[src/rtl/exc_pkg.sv]
package exc_pkg;

    localparam int ADDR_W_D    = 32;
    localparam int WORD_W_D    = 16;
    localparam int CCR_W_D     = 8;
    localparam int VEC_W_D     = 8;
    localparam int MASK_BIT_D  = 7;
    localparam int VEC_BYTES_D = 4;

    typedef enum logic [2:0] {
        ST_IDLE,
        ST_PUSH_PC_HI,
        ST_PUSH_PC_LO,
        ST_PUSH_CCR,
        ST_SET_MASK,
        ST_VECTOR,
        ST_JUMP
    } seq_state_t;

    typedef enum logic [1:0] {
        SRC_RST,
        SRC_IRQ,
        SRC_TRAP
    } exc_src_t;

    function automatic logic is_push(seq_state_t s);
        return (s == ST_PUSH_PC_HI) || (s == ST_PUSH_PC_LO) || (s == ST_PUSH_CCR);
    endfunction

endpackage

[src/rtl/exc_reset_detect.sv]
module exc_reset_detect (
    input  logic clk,
    input  logic rst,
    input  logic pin_i,
    input  logic wdt_i,
    output logic evt_o
);
    logic pin_q;

    always_ff @(posedge clk) begin
        if (rst) pin_q <= 1'b0;
        else     pin_q <= pin_i;
    end

    // rising edge of the pin or a watchdog pulse
    assign evt_o = (pin_i & ~pin_q) | wdt_i;
endmodule

[src/rtl/exc_arbiter.sv]
module exc_arbiter (
    input  logic open_i,
    input  logic boundary_i,
    input  logic masked_i,
    input  logic ccr_wr_i,
    input  logic post_rst_i,
    input  logic irq_req_i,
    input  logic trap_req_i,
    output logic take_irq_o,
    output logic take_trap_o
);
    logic slot;
    logic irq_ok;

    assign slot        = open_i & boundary_i;
    assign irq_ok      = irq_req_i & ~masked_i & ~ccr_wr_i & ~post_rst_i;
    assign take_irq_o  = slot & irq_ok;
    assign take_trap_o = slot & trap_req_i & ~irq_ok;
endmodule

[src/rtl/exc_entry_seq.sv]
module exc_entry_seq
    import exc_pkg::*;
#(
    parameter int ADDR_W    = ADDR_W_D,
    parameter int WORD_W    = WORD_W_D,
    parameter int CCR_W     = CCR_W_D,
    parameter int VEC_W     = VEC_W_D,
    parameter int MASK_BIT  = MASK_BIT_D,
    parameter int VEC_BYTES = VEC_BYTES_D
) (
    input  logic              clk,
    input  logic              rst,
    input  logic              rst_pin_i,
    input  logic              wdt_ovf_i,
    input  logic              irq_req_i,
    input  logic [VEC_W-1:0]  irq_vec_i,
    input  logic              trap_req_i,
    input  logic [VEC_W-1:0]  trap_vec_i,
    input  logic              insn_done_i,
    input  logic              ccr_write_i,
    input  logic [ADDR_W-1:0] pc_i,
    input  logic [CCR_W-1:0]  ccr_i,
    input  logic [ADDR_W-1:0] sp_i,
    input  logic              stk_rdy_i,
    output logic              irq_ack_o,
    output logic              trap_ack_o,
    output logic              stk_we_o,
    output logic [ADDR_W-1:0] stk_addr_o,
    output logic [WORD_W-1:0] stk_data_o,
    output logic              mask_set_o,
    output logic [ADDR_W-1:0] vec_addr_o,
    output logic              fetch_start_o
);
    localparam int VEC_SH  = $clog2(VEC_BYTES);
    localparam int WORD_BY = WORD_W / 8;

    seq_state_t        state;
    exc_src_t          src;
    logic [ADDR_W-1:0] pc_r;
    logic [ADDR_W-1:0] sp_r;
    logic [CCR_W-1:0]  ccr_r;
    logic [VEC_W-1:0]  vec_r;
    logic [ADDR_W-1:0] va_r;
    logic              post_rst;
    logic              rst_evt;
    logic              take_irq;
    logic              take_trap;

    exc_reset_detect u_rdet (
        .clk   (clk),
        .rst   (rst),
        .pin_i (rst_pin_i),
        .wdt_i (wdt_ovf_i),
        .evt_o (rst_evt)
    );

    exc_arbiter u_arb (
        .open_i      ((state == ST_IDLE) && !rst_evt),
        .boundary_i  (insn_done_i),
        .masked_i    (ccr_i[MASK_BIT]),
        .ccr_wr_i    (ccr_write_i),
        .post_rst_i  (post_rst),
        .irq_req_i   (irq_req_i),
        .trap_req_i  (trap_req_i),
        .take_irq_o  (take_irq),
        .take_trap_o (take_trap)
    );

    always_ff @(posedge clk) begin
        if (rst) begin
            state    <= ST_IDLE;
            src      <= SRC_RST;
            pc_r     <= '0;
            sp_r     <= '0;
            ccr_r    <= '0;
            vec_r    <= '0;
            va_r     <= '0;
            post_rst <= 1'b0;
        end else if (rst_evt) begin
            // reset overrides whatever entry is under way
            state <= ST_SET_MASK;
            src   <= SRC_RST;
            vec_r <= '0;
        end else begin
            case (state)
                ST_IDLE: begin
                    if (insn_done_i) post_rst <= 1'b0;
                    if (take_irq || take_trap) begin
                        state <= ST_PUSH_PC_HI;
                        src   <= take_irq ? SRC_IRQ : SRC_TRAP;
                        vec_r <= take_irq ? irq_vec_i : trap_vec_i;
                        pc_r  <= pc_i;
                        sp_r  <= sp_i;
                        ccr_r <= ccr_i;
                    end
                end
                ST_PUSH_PC_HI: if (stk_rdy_i) begin
                    sp_r  <= sp_r - ADDR_W'(WORD_BY);
                    state <= ST_PUSH_PC_LO;
                end
                ST_PUSH_PC_LO: if (stk_rdy_i) begin
                    sp_r  <= sp_r - ADDR_W'(WORD_BY);
                    state <= ST_PUSH_CCR;
                end
                ST_PUSH_CCR: if (stk_rdy_i) begin
                    sp_r  <= sp_r - ADDR_W'(WORD_BY);
                    state <= ST_SET_MASK;
                end
                ST_SET_MASK: state <= ST_VECTOR;
                ST_VECTOR: begin
                    va_r  <= ADDR_W'(vec_r) << VEC_SH;
                    state <= ST_JUMP;
                end
                ST_JUMP: begin
                    if (src == SRC_RST) post_rst <= 1'b1;
                    state <= ST_IDLE;
                end
                default: state <= ST_IDLE;
            endcase
        end
    end

    always_comb begin
        case (state)
            ST_PUSH_PC_HI: stk_data_o = pc_r[ADDR_W-1 -: WORD_W];
            ST_PUSH_PC_LO: stk_data_o = pc_r[WORD_W-1:0];
            ST_PUSH_CCR:   stk_data_o = WORD_W'(ccr_r);
            default:       stk_data_o = '0;
        endcase
    end

    assign stk_we_o      = is_push(state);
    assign stk_addr_o    = sp_r - ADDR_W'(WORD_BY);
    assign mask_set_o    = (state == ST_SET_MASK);
    assign fetch_start_o = (state == ST_JUMP);
    assign vec_addr_o    = va_r;
    assign irq_ack_o     = take_irq;
    assign trap_ack_o    = take_trap;
endmodule

[config.mk]
export PLATFORM = sky130hd
export DESIGN_NAME = exc_entry_seq
export DESIGN_NICKNAME = d
export VERILOG_FILES = /design/src/rtl/exc_pkg.sv /design/src/rtl/exc_reset_detect.sv /design/src/rtl/exc_arbiter.sv /design/src/rtl/exc_entry_seq.sv
export SDC_FILE = /design/constraint.sdc
export NUM_CORES = 1
export LEC_CHECK = 0
export BUFFER_PORTS_ARGS = -buffer_cell sky130_fd_sc_hd__buf_4
export CORE_ASPECT_RATIO = 0.6
export CORE_MARGIN = 3
export CORE_UTILIZATION = 55
export CTS_BUF_LIST = sky130_fd_sc_hd__clkbuf_16
export DETAILED_ROUTE_END_ITERATION = 10
export GPL_ROUTABILITY_DRIVEN = 0
export GPL_TIMING_DRIVEN = 0
export MAX_ROUTING_LAYER = met4
export PLACE_DENSITY = 0.93
export SLEW_MARGIN = 20
export SYNTH_ARGS = -nofsm -noshare
export SYNTH_HDL_FRONTEND = slang
export SYNTH_HIERARCHICAL = 1
export SYNTH_SLANG_ARGS = --single-unit
[constraint.sdc]
create_clock -name clk -period 4.8 [get_ports clk]
set_input_delay 0.72 -clock clk [delete_from_list [all_inputs] [get_ports clk]]
set_output_delay 0.72 -clock clk [all_outputs]
set_load 0.01 [all_outputs]
==> impl_metrics.py <==
metrics = {
    "routing": {
        "drc": 0,
        "finalWirelength_um": 17870,
        "dr.first_iter.drc_count": 873,
        "num_vias": 5975,
        "routedWlPerCell_um": 17.40,
        "first_pass_iters": 5,
        "drtAntennaViolNets": 0,
        "viasPerCell": 5.818,
    },
    "logic_synthesis": {
        "synthAdderAreaFrac_pct": 0.2357,
        "synthTopCellsByArea": "dfxtp_1 (36%), nand2_1 (8.3%), a21oi_1 (7.1%), nor2_1 (5.8%), mux2i_1 (3.8%)",
        "async_flop_share_pct": 0,
        "synth_top_area_share_pct": 35.82,
        "yosys-top-cells-count": "nand2_1 (118), dfxtp_1 (95), nor2_1 (82)",
        "synth_seq_area_share_pct": 35.82,
        "syn_area_um2": 5309,
        "ys_warn_count": 6,
        "post_synth.cell_area_avg_um2": 7.562,
        "synthSimpleGateAreaFrac_pct": 26.82,
        "synth_xor_area_share_pct": 4.619,
        "synth_compound_area_share_pct": 18.48,
        "yosys.area.top_type": "dfxtp_1",
        "synth_cells": 702,
        "synth-seq-cells": 95,
        "yosysMostFrequentCell": "nand2_1",
        "synth-edff-count": 0,
        "synth_cell_types": 59,
        "synth_mux_area_share_pct": 5.680,
        "synth_top_family_by_area": "simple AND/OR/NAND/NOR gates",
        "synth_ff_type": "dfxtp_1",
    },
    "timing": {
        "tightest_slew_ns": 0.8530,
        "rsz0062_at_grt": "false",
        "max_slew_margin_pct": 42.61,
        "fmax_mhz": 263.3,
        "fin_worst_skew_ns": 0.007417,
        "finalMaxSlewViolations": 0,
        "min_period_ns": 3.798,
        "period_share_pct": 79.12,
        "setup_viol": 0,
        "finalHoldViolations": 0,
        "finalSetupTns_ns": 0,
    },
    "final_layout": {
        "drive_gt1_share_pct": 24.53,
        "area_delta_synth_final_pct": 32.22,
        "utilization_pct": 75.56,
        "n_antenna_cell": 0,
        "finalNetCount": 990,
        "fin_area_um2": 7019,
    },
    "worst_setup_path": {
        "crit_buf_inv": 2,
        "cp_max_fo": 6,
        "reg2reg_depth": 11,
        "rr_endpoint": "pc_r[15]",
        "critical-path-slowest-cell": "nor4_1",
        "crit_chain": "inv_1 -> ha_1 -> or4b_4 -> nor4_1 -> nand3_1 -> nor2_1 -> xor2_1 -> buf_4",
        "cp_top_family": "simple AND/OR/NAND/NOR gates",
        "cp-end-kind": "output port",
        "critPathLaunchType": "flip-flop",
        "worstSetupPathType": "flip-flop to output port",
        "rr_startpoint": "state[1]",
        "r2r_slack_ns": 1.12,
        "cp_slowest_stage_delay_ns": 0.56,
        "required_ns": 4.08,
        "cp.arrival_ns": 3.08,
    },
    "die": {
        "die_w_um": 132.8,
        "die_y_um": 82.10,
        "fp.dieArea_um2": 10910,
        "start_util_pct": 57.14,
        "coreArea_um2": 9290,
        "num_io_pins": 182,
        "num_rows": 27,
    },
    "status": {
        "status": "finished clean",
    },
    "grt": {
        "grt_overflow": 0,
        "grt_pass1_vias": 5440,
        "antenna_found_initial": 0,
        "grt_max_degree": 16,
        "grt_pass1_wl_um": 27540,
        "grt_usage_pct": 32.84,
    },
    "clock_network": {
        "clk_pin_slew_ns": 0.07,
        "htree_num_levels": 3,
        "cts_resized": 0,
        "clock-sinks": 95,
        "ctsRootBufferMaster": "clkbuf_16",
        "clk_latency_ns": 0.34,
        "cts_tree": "yes",
        "cts_setup_buffers": 0,
        "cts_buffers": 9,
        "cts_max_path_buffers": 2,
        "hold_buffers": 0,
    },
    "power": {
        "power.leakage_nw": 2.959,
        "p_per_area_nw_per_um2": 283.4,
        "ir_drop_uv": 224.0,
    },
    "run": {
        "cap_violations": 0,
    },
    "worst_hold_path": {
        "hold_path_class": "flip-flop to flip-flop",
        "holdPathStages": 2,
        "min_from": "ccr_r[3]",
        "min_to": "ccr_r[3]",
    },
    "placement": {
        "hpwlAfterDp_um": 13430,
        "numPortBuffers": 156,
        "post_dp_cell_area_um2": 6729,
    },
}
## worst reg2reg max path, stage by stage (launching register included)
cell,delay (ns)
dfxtp_1,0.31
clkbuf_1,0.21
clkbuf_1,0.34
nor4_1,0.46
nand3_1,0.13
nor2_1,0.35
or4_1,0.23
o211ai_1,0.23
nor2_1,0.56
clkbuf_1,0.50
nand2_1,0.13
a21oi_1,0.16
## cell type report
type	count	area, µm²
multi-input combinational	542	3054
fill	741	2271
sequential	95	1902
timing repair buffer	156	1171
buffer	78	401.6
clock buffer	9	225.2
tap	130	162.7
clock inverter	7	65.06
inverter	10	37.54
## routing by layer
metal / vias to the layer above / share of wire [%] / track usage (%) / routed length (µm)
li1: 2791 / - / - / -
met1: 2698 / 43 / 46.47 / 7607
met2: 442 / 41 / 45.90 / 7304
met3: 44 / 15 / 9.504 / 2599
met4: 0 / 2.0 / 8.402 / 363
met5: - / 0 / - / 0
## flip-flops by register name, summed over array words and instances (netlist names)
name          flops
post_rst          1
vec_r             8
src               2
ccr_r             8
pc_r             32
sp_r             32
state             3
u_rdet/pin_q      1
vec_addr_o        8
## placed cells by master, fill, tap and decap left out, drive strengths merged, types with 5 or more instances in the layout
cell / Yosys / layout
buf: 32 / 188
nand2: 118 / 118
dfxtp: 95 / 95
nor2: 82 / 82
a21oi: 75 / 75
clkbuf: 46 / 55
conb: 1 / 24
mux2i: 20 / 20
nor3: 19 / 19
nand3: 16 / 16
xnor2: 16 / 16
a22oi: 15 / 15
o21ai: 13 / 13
xor2: 12 / 12
a211oi: 11 / 11
or4: 11 / 11
inv: 9 / 10
a31oi: 10 / 10
or3: 10 / 10
mux2: 9 / 9
and3: 9 / 9
nor4: 9 / 9
nand4: 6 / 6
or2: 5 / 5
a21o: 5 / 5
and2: 5 / 5
## power by group
part | internal (mW) | switching [mW] | total, mW
Sequential | 0.799 | 0.00935 | 0.808
Combinational | 0.218 | 0.254 | 0.472
Clock | 0.399 | 0.309 | 0.708
Total | 1.42 | 0.572 | 1.99
## metrics by stage
| step | setup slack [ns] | hold slack [ns] | total power, mW | instances |
|---|---|---|---|---|
| CTS | 1.160 | 0.4551 | 1.975 | 1027 |
| floorplan | 1.778 | 0.4323 | 1.072 | 725 |
| detailed placement | 1.152 | 0.4467 | 1.283 | 1011 |
| finish | 1.002 | 0.4558 | 1.989 | 1027 |
| global route | 0.8757 | 0.4730 | 2.049 | 1027 |
| global placement | 1.214 | 0.4397 | 1.278 | 1011 |
## cells by family (layout without fill, tap and decap cells)
kind of cell,after synthesis,count (layout)
simple gates,303,303
compound gates,157,157
flops,95,95
buf+inv,88,260
mux,29,29
xor+xnor,28,28
fa+ha+maj,1,1
other cells,1,24
## how the worst max path moves through the flow
stage / start / end / slack [ns] / cells past startpoint
3_3_place_gp: rst_pin_i / pc_r[17] / 1.21 / 11
3_5_place_dp: rst_pin_i / pc_r[15] / 1.15 / 11
6_report: sp_r[1] / stk_addr_o[25] / 1.00 / 8
4_1_cts: sp_r[1] / stk_addr_o[25] / 1.16 / 8
5_1_grt: sp_r[1] / stk_addr_o[25] / 0.88 / 8
2_1_floorplan: sp_r[10] / stk_addr_o[26] / 1.78 / 5
(Power assumes the default switching activity.)
